## src/rtl/pwm3_pkg.sv

```systemverilog
package pwm3_pkg;
  typedef enum logic [2:0] {
    SRC_DIV1  = 3'd0,
    SRC_DIV2  = 3'd1,
    SRC_DIV4  = 3'd2,
    SRC_DIV8  = 3'd3,
    SRC_DIV32 = 3'd4,
    SRC_EXT   = 3'd5
  } src_sel_e;

  localparam int unsigned PRE_W = 5;  // log2 of the largest divider
endpackage

```

## src/rtl/pwm3_tick_gen.sv

```systemverilog
module pwm3_tick_gen
  import pwm3_pkg::*;
#(
  parameter int unsigned SYNC_W = 2
) (
  input  logic       clk_i,
  input  logic       rst_ni,
  input  logic [2:0] src_sel_i,
  input  logic       ext_clk_i,
  input  logic       ext_fall_i,
  output logic       tick_o
);
  logic [PRE_W-1:0]  pre_q;
  logic [SYNC_W-1:0] sync_q;
  logic              ext_prev_q;
  logic              ext_s;
  logic              ext_tick;

  always_ff @(posedge clk_i or negedge rst_ni) begin
    if (!rst_ni) begin
      pre_q      <= '0;
      sync_q     <= '0;
      ext_prev_q <= 1'b0;
    end else begin
      pre_q      <= pre_q + 1'b1;
      sync_q     <= {sync_q[SYNC_W-2:0], ext_clk_i};
      ext_prev_q <= sync_q[SYNC_W-1];
    end
  end

  assign ext_s    = sync_q[SYNC_W-1];
  assign ext_tick = ext_fall_i ? (~ext_s & ext_prev_q) : (ext_s & ~ext_prev_q);

  always_comb begin
    unique case (src_sel_e'(src_sel_i))
      SRC_DIV1:  tick_o = 1'b1;
      SRC_DIV2:  tick_o = pre_q[0];
      SRC_DIV4:  tick_o = &pre_q[1:0];
      SRC_DIV8:  tick_o = &pre_q[2:0];
      SRC_DIV32: tick_o = &pre_q[4:0];
      SRC_EXT:   tick_o = ext_tick;
      default:   tick_o = 1'b0;
    endcase
  end

  // an external tick needs the synchronized level to have moved
  p_ext_edge_r6: assert property (@(posedge clk_i) disable iff (!rst_ni)
    (src_sel_i == SRC_EXT && tick_o) |-> (sync_q[SYNC_W-1] != ext_prev_q));
endmodule

```

## src/rtl/pwm3_count_ctl.sv

```systemverilog
module pwm3_count_ctl #(
  parameter int unsigned CNT_W = 16
) (
  input  logic             clk_i,
  input  logic             rst_ni,
  input  logic             tick_i,
  input  logic             start_i,
  input  logic             stop_at_match_i,
  input  logic [CNT_W-1:0] period_i,
  input  logic             wr_i,
  input  logic [CNT_W-1:0] wdata_i,
  output logic [CNT_W-1:0] cnt_o,
  output logic [CNT_W-1:0] cnt_d_o,
  output logic             step_o,
  output logic             cmp_en_o,
  output logic             load_o,
  output logic             wrap_o,
  output logic             ovf_o
);
  logic [CNT_W-1:0] cnt_q, wval_q, cnt_d;
  logic             start_q, run_q, pend_q;
  logic             start_rise, cnt_en, step, match;

  assign start_rise = start_i & ~start_q;
  assign cnt_en     = run_q & (start_i | stop_at_match_i);
  assign step       = tick_i & cnt_en;
  assign match      = (cnt_q == period_i);
  assign cmp_en_o   = step & ~pend_q;
  assign wrap_o     = cmp_en_o & match;
  assign ovf_o      = cmp_en_o & ~match & (&cnt_q);

  always_comb begin
    cnt_d = cnt_q;
    if (tick_i && pend_q) cnt_d = wval_q;
    else if (step)        cnt_d = match ? '0 : cnt_q + 1'b1;
  end

  always_ff @(posedge clk_i or negedge rst_ni) begin
    if (!rst_ni) begin
      cnt_q   <= '0;
      wval_q  <= '0;
      pend_q  <= 1'b0;
      start_q <= 1'b0;
      run_q   <= 1'b0;
    end else begin
      cnt_q   <= cnt_d;
      start_q <= start_i;
      if (wr_i) begin
        pend_q <= 1'b1;
        wval_q <= wdata_i;
      end else if (tick_i) begin
        pend_q <= 1'b0;
      end
      if (start_rise)                         run_q <= 1'b1;
      else if (!stop_at_match_i && !start_i)  run_q <= 1'b0;
      else if (wrap_o && stop_at_match_i)     run_q <= 1'b0;
    end
  end

  assign cnt_o   = cnt_q;
  assign cnt_d_o = cnt_d;
  assign step_o  = step;
  assign load_o  = start_rise;

  p_wrap_zero_r1: assert property (@(posedge clk_i) disable iff (!rst_ni)
    wrap_o |=> (cnt_o == '0));
  p_hold_r7: assert property (@(posedge clk_i) disable iff (!rst_ni)
    (!run_q && !pend_q && !wr_i) |=> $stable(cnt_o));
  p_match_stop_r8: assert property (@(posedge clk_i) disable iff (!rst_ni)
    (wrap_o && stop_at_match_i && !start_rise) |=> !step_o);
  p_ovf_zero_r10: assert property (@(posedge clk_i) disable iff (!rst_ni)
    ovf_o |=> (cnt_o == '0));
endmodule

```

## src/rtl/pwm3_phase_chan.sv

```systemverilog
module pwm3_phase_chan #(
  parameter int unsigned CNT_W = 16
) (
  input  logic             clk_i,
  input  logic             rst_ni,
  input  logic             step_i,
  input  logic             load_i,
  input  logic             cmp_en_i,
  input  logic [CNT_W-1:0] cnt_q_i,
  input  logic [CNT_W-1:0] cnt_d_i,
  input  logic [CNT_W-1:0] duty_i,
  input  logic [CNT_W-1:0] period_i,
  output logic [1:0]       act_o,    // [0] normal, [1] counter phase
  output logic             match_o
);
  logic [1:0] ph_q;

  function automatic logic [1:0] phase_of(input logic [CNT_W-1:0] c,
                                          input logic [CNT_W-1:0] n);
    return {c <= n, c > n};
  endfunction

  always_ff @(posedge clk_i or negedge rst_ni) begin
    if (!rst_ni)      ph_q <= 2'b10;
    else if (step_i)  ph_q <= phase_of(cnt_d_i, duty_i);
    else if (load_i)  ph_q <= phase_of(cnt_q_i, duty_i);
  end

  assign act_o   = ph_q;
  assign match_o = cmp_en_i & (cnt_q_i == duty_i);

  p_norm_on_r2: assert property (@(posedge clk_i) disable iff (!rst_ni)
    (match_o && duty_i < period_i) |=> (act_o == 2'b01));
  p_ctr_on_r2: assert property (@(posedge clk_i) disable iff (!rst_ni)
    (step_i && cnt_d_i == '0) |=> (act_o == 2'b10));
endmodule

```

## src/rtl/pwm3_timer.sv

```systemverilog
module pwm3_timer
  import pwm3_pkg::*;
#(
  parameter int unsigned CNT_W = 16,
  parameter int unsigned N_CH  = 3
) (
  input  logic                  clk_i,
  input  logic                  rst_ni,
  input  logic [2:0]            src_sel_i,
  input  logic                  ext_clk_i,
  input  logic                  ext_fall_i,
  input  logic                  start_i,
  input  logic                  stop_at_match_i,
  input  logic [CNT_W-1:0]      period_i,
  input  logic [N_CH*CNT_W-1:0] duty_i,
  input  logic [2*N_CH-1:0]     act_lvl_i,
  input  logic [2*N_CH-1:0]     init_lvl_i,
  input  logic                  cnt_wr_i,
  input  logic [CNT_W-1:0]      cnt_wdata_i,
  output logic [CNT_W-1:0]      cnt_o,
  output logic [2*N_CH-1:0]     pwm_o,
  output logic                  tog_o,
  output logic                  irq_period_o,
  output logic [N_CH-1:0]       irq_duty_o,
  output logic                  irq_ovf_o,
  input  logic [N_CH+1:0]       irq_clr_i,
  input  logic                  cutoff_i,
  input  logic                  cutoff_clr_i,
  output logic                  cut_o
);
  localparam int unsigned N_OUT = 2 * N_CH;
  localparam int unsigned N_FLG = N_CH + 2;

  logic             tick, step, cmp_en, load, wrap, ovf;
  logic [CNT_W-1:0] cnt_q, cnt_d;
  logic [1:0]       ch_act [N_CH];
  logic [N_CH-1:0]  ch_match;
  logic [N_FLG-1:0] flg_q, flg_set;
  logic [N_OUT-1:0] pin_raw;
  logic             tog_q, cut_q, armed_q;

  pwm3_tick_gen #(.SYNC_W(2)) u_tick (
    .clk_i, .rst_ni, .src_sel_i, .ext_clk_i, .ext_fall_i, .tick_o(tick)
  );

  pwm3_count_ctl #(.CNT_W(CNT_W)) u_cnt (
    .clk_i, .rst_ni, .tick_i(tick), .start_i, .stop_at_match_i, .period_i,
    .wr_i(cnt_wr_i), .wdata_i(cnt_wdata_i), .cnt_o(cnt_q), .cnt_d_o(cnt_d),
    .step_o(step), .cmp_en_o(cmp_en), .load_o(load), .wrap_o(wrap), .ovf_o(ovf)
  );

  for (genvar g = 0; g < N_CH; g++) begin : g_ch
    pwm3_phase_chan #(.CNT_W(CNT_W)) u_ch (
      .clk_i, .rst_ni, .step_i(step), .load_i(load), .cmp_en_i(cmp_en),
      .cnt_q_i(cnt_q), .cnt_d_i(cnt_d), .duty_i(duty_i[g*CNT_W +: CNT_W]),
      .period_i, .act_o(ch_act[g]), .match_o(ch_match[g])
    );
  end

  always_comb begin
    for (int k = 0; k < N_CH; k++) begin
      for (int p = 0; p < 2; p++) begin
        if (!armed_q)          pin_raw[2*k+p] = init_lvl_i[2*k+p];
        else if (ch_act[k][p]) pin_raw[2*k+p] = act_lvl_i[2*k+p];
        else                   pin_raw[2*k+p] = ~act_lvl_i[2*k+p];
      end
    end
  end

  assign flg_set = {ovf, ch_match, wrap};

  always_ff @(posedge clk_i or negedge rst_ni) begin
    if (!rst_ni) begin
      flg_q   <= '0;
      tog_q   <= 1'b0;
      cut_q   <= 1'b0;
      armed_q <= 1'b0;
    end else begin
      flg_q <= flg_set | (flg_q & ~irq_clr_i);
      if (wrap) tog_q <= ~tog_q;
      if (cutoff_i)          cut_q <= 1'b1;
      else if (cutoff_clr_i) cut_q <= 1'b0;
      if (load) armed_q <= 1'b1;
    end
  end

  assign cnt_o        = cnt_q;
  assign pwm_o        = cut_q ? ~act_lvl_i : pin_raw;
  assign tog_o        = tog_q;
  assign irq_period_o = flg_q[0];
  assign irq_duty_o   = flg_q[N_CH:1];
  assign irq_ovf_o    = flg_q[N_CH+1];
  assign cut_o        = cut_q;

  p_tog_flip_r4: assert property (@(posedge clk_i) disable iff (!rst_ni)
    wrap |=> (tog_o != $past(tog_o)));
  p_cut_safe_r11: assert property (@(posedge clk_i) disable iff (!rst_ni)
    $past(cutoff_i && rst_ni) |-> (pwm_o == ~act_lvl_i));
  p_period_flag_r10: assert property (@(posedge clk_i) disable iff (!rst_ni)
    $rose(irq_period_o) |-> $past(wrap));
endmodule

```

## config.mk

```make
export PLATFORM = sky130hd
export DESIGN_NAME = pwm3_timer
export DESIGN_NICKNAME = d
export VERILOG_FILES = /design/src/rtl/pwm3_pkg.sv /design/src/rtl/pwm3_tick_gen.sv /design/src/rtl/pwm3_count_ctl.sv /design/src/rtl/pwm3_phase_chan.sv /design/src/rtl/pwm3_timer.sv
export SDC_FILE = /design/constraint.sdc
export NUM_CORES = 1
export LEC_CHECK = 0
export BUFFER_PORTS_ARGS = -buffer_cell sky130_fd_sc_hd__buf_2
export CAP_MARGIN = 10
export CORE_UTILIZATION = 35
export DETAILED_ROUTE_END_ITERATION = 7
export PLACE_DENSITY_LB_ADDON = 0.12
export SLEW_MARGIN = 20
export SYNTH_ARGS = -nofsm -noshare
export SYNTH_HDL_FRONTEND = slang
export SYNTH_HIERARCHICAL = 1
export SYNTH_SLANG_ARGS = --single-unit
```

## constraint.sdc

```tcl
create_clock -name clk_i -period 4 [get_ports clk_i]
set_input_delay 0.8 -clock clk_i [delete_from_list [all_inputs] [get_ports clk_i]]
set_output_delay 0.8 -clock clk_i [all_outputs]
set_load 0.01 [all_outputs]
```

==> metrics.md <==
| Metric | Value |
|---|---|
| Mux cell area share after synthesis | 3.542% |
| Layout area overhead | 28.41% |
| Metal2 WL | 7.961 mm |
| Vias | 5022 |
| Largest net degree at the start of global routing | 37 |
| Max Transition Viols Final | 0 |
| DR iter-0 viols | 314 |
| Max-Cap Viols | 0 |
| Post-Synth XOR/XNOR Area | 4.917% |
| TritonCTS clock tree | yes |
| Initial antenna violation count | 0 |
| Initial Util | 36.39% |
| Crit Path Max Fanout | 6 |
| FF+latch count, synth | 57 |
| Root Buffer | clkbuf_16 |
| H-tree depth | 3 |
| Crit Path Category | flip-flop to flip-flop |
| First-pass GRT wire length | 27.37 mm |
| Netlist cell types | 60 |
| IO buf count | 137 |
| RSZ-0062 raised after global routing | false |
| Total power | 0.002969 W |
| Die ar. | 0.01584 sq mm |
| Wire length on met1 | 8.360 mm |
| Gr ovfl total | 0 |
| Met3 WL | 775 um |
| Clock skew | 0.006921 ns |
| FMAX | 263.4 MHz |
| WL/cell | 18.28 um |
| Pwr/cell area | 430.7 mW/mm^2 |
| Post-route cell area | 0.006894 sq mm |
| Post-synthesis sequential area ratio | 26.64% |
| Leakage | 3.466 nW |
| Syn Area/Cell | 9.273 sq um |
| Highest metal used | met4 |
| Syn Nets | 788 |
| Overall routing resource usage | 22.76% |
| Worst path max stage delay | 0.38 ns |
| Most frequent cells in the layout | 137 x buf_2, 98 x ha_1, 69 x inv_1 |
| Synth Warn # | 6 |
| Yosys top cell area share | 25.17% |
| Fin Hold WS | 0.3474 ns |
| Post-synthesis adder-cell area fraction | 23.30% |
| VDD IR max | 0.0001853 V |
| Die Y | 125.9 um |
| Post-synthesis compound-gate area fraction | 17.69% |
| DR DRC count | 0 |
| Slowest CP cell | dfrtp_1 |
| Final min period | 3.797 ns |
| Gpl congestion | 0.9083 |
| Largest area contributor in the netlist | dfrtp_1 |
| Largest family of logic cells by synthesized area | adder cells |
| Post-synth EDFFs | 0 |
| Clk_lat worst skew | 0.34 ns |
| Dominant cells by area after synthesis | dfrtp_1 25%, ha_1 23%, inv_1 4.8% |
| Ys async rst share | 100.0% |
| Top Ports | 138 |
| Arrival time worst endpoint | 4.02 ns |
| CP required | 4.22 ns |
| Worst-Margin Slew | 0.8616 ns |
| Clock Path Buffers | 2 |
| Cell Area, Placed | 0.006500 sq mm |
| Fin crit share | 94.93% |
| Net count, final | 970 |
| ANT nets after route | 0 |
| Clock sinks | 57 |
| Synth Area in Simple Gates | 17.64% |
| Number of CTS-inserted buffers | 9 |
| Via density per instance | 5.292 |
| Clock transition at path regs | 0.05 ns |
| Commonest non-fill, non-tap cell in the layout | buf_2 |
| CP endpoint kind | flip-flop |
| Crit start category | flip-flop |
| Max-slew headroom | 42.56% |
| DIE WIDTH | 125.9 um |
| Final Hold Vio Count | 0 |
| # diodes | 0 |
| Core area | 0.01475 sq mm |
| Post-DP HPWL | 14.04 mm |
| Hold WC Path Type | flip-flop to flip-flop |
| Drt pass-1 iters | 4 |
| Outcome | finished clean |
| Post-Syn Instances | 579 |
| Share of cells above drive strength 1 | 32.81% |
| Final Setup Violations | 0 |
| Number of global-route vias before repair | 5102 |
| Critical-path cell list | ha_4 -> and3_1 -> ha_2 -> nor2_1 -> nor3b_2 -> a21o_1 -> o211ai_4 -> nor3_2 -> buf_4 -> nand3_1 -> xor2_1 -> a211oi_2 -> buf_4 -> ha_1 -> a21o_1 -> a211oi_2 -> o221ai_1 -> o31a_1 -> o32a_1 |
| Total Wirelength | 17.35 mm |
| Cell Area, Synth | 0.005369 sq mm |
| Std-Cell Rows | 44 |
| Ys flop type | dfrtp_1 |
per-layer routing:
layer	global-route usage (%)	up-vias
met4	6.591	0
met1	31.03	2369
li1	-	2491
met5	0	-
met2	37.39	143
met3	3.314	19
sequential cells by signal (all words and copies together) (netlist names):
name,count
u_cnt/pend_q,1
u_cnt/wval_q,16
armed_q,1
flg_q,5
u_cnt/cnt_o,16
u_cnt/start_q,1
u_tick/sync_q,2
u_tick/pre_q,5
cut_o,1
u_tick/ext_prev_q,1
u_cnt/run_q,1
tog_o,1
g_ch.u_ch/act_o,6
what timing repair did:
| item | 4_1_cts | 5_1_grt |
|---|---|---|
| setup endpoints to repair | 0 | 6 |
| setup buffers | 0 | 6 |
| hold buffers | 0 | 0 |
| resized for setup | 0 | 6 |
cells by family after synthesis:
kind of cell               Yosys count
AOI/OAI and AO/OA                  131
and+or+nand+nor                    166
xor gates and xnor gates            28
muxes                               17
buffers and inverters               80
adders and majority gates          100
DFF                                 57
cell usage after synthesis (13+ instances only):
library cell and number:
mux2_2 16, ha_1 100, a211oi_1 13, nand4_1 22
a21oi_1 37, nor2_1 24, inv_1 69, xnor2_1 17
dfrtp_1 54, a21o_1 14, nand2_1 38, nand3_1 23
worst max-delay path: cells and delay by family, from the launching register on:
family / cells / cell delay (ns)
xor+xnor: 1 / 0.19
compound gates: 8 / 1.62
simple gates: 5 / 0.58
buf+inv: 2 / 0.36
flops: 1 / 0.38
fa+ha+maj: 3 / 0.56
where the power goes:
part           internal (W)  switching, W
clock network      0.000557      0.000288
registers          0.000669      0.000176
logic              0.000592      0.000687
worst paths after layout:
| path | startpoint | end | slack, ns | depth (start not counted) |
|---|---|---|---|---|
| hold reg to reg | u_tick/sync_q[0] | u_tick/sync_q[1] | 0.35 | 0 |
| min in group asynchronous | rst_ni | u_tick/pre_q[1] | 0.58 | 1 |
| setup / recovery | u_tick/pre_q[1] | g_ch[1].u_ch/act_o[0] | 0.20 | 19 |
| hold / removal | u_tick/sync_q[0] | u_tick/sync_q[1] | 0.35 | 0 |
| setup reg to reg | u_tick/pre_q[1] | g_ch[1].u_ch/act_o[0] | 0.20 | 19 |
| max in group asynchronous | rst_ni | g_ch[2].u_ch/act_o[1] | 2.53 | 2 |
through the flow:
| stage | std cells | setup TNS (ns) | utilization (%) | setup slack (ns) |
|---|---|---|---|---|
| finish | 949 | 0 | 46.73 | 0.2028 |
| global route | 949 | 0 | 46.73 | 0.004461 |
| CTS | 943 | 0 | 46.22 | 0.04369 |
| detailed placement | 928 | -0.3018 | 44.06 | -0.09819 |
| global placement | 928 | -0.1354 | 44.06 | -0.05442 |
| floorplan | 579 | 0 | - | 0.2743 |
cell type report:
cell class / instances / area [sq um]
flip-flops and latches: 57 / 1430
well taps: 184 / 230.2
inverters: 69 / 259.0
fillers: 1453 / 7860
repair buffers: 182 / 1023
clock buffers: 10 / 239.0
clock inverters: 5 / 80.08
multi-input cells: 442 / 3632
Note: power is estimated with default switching activity, not from simulation.
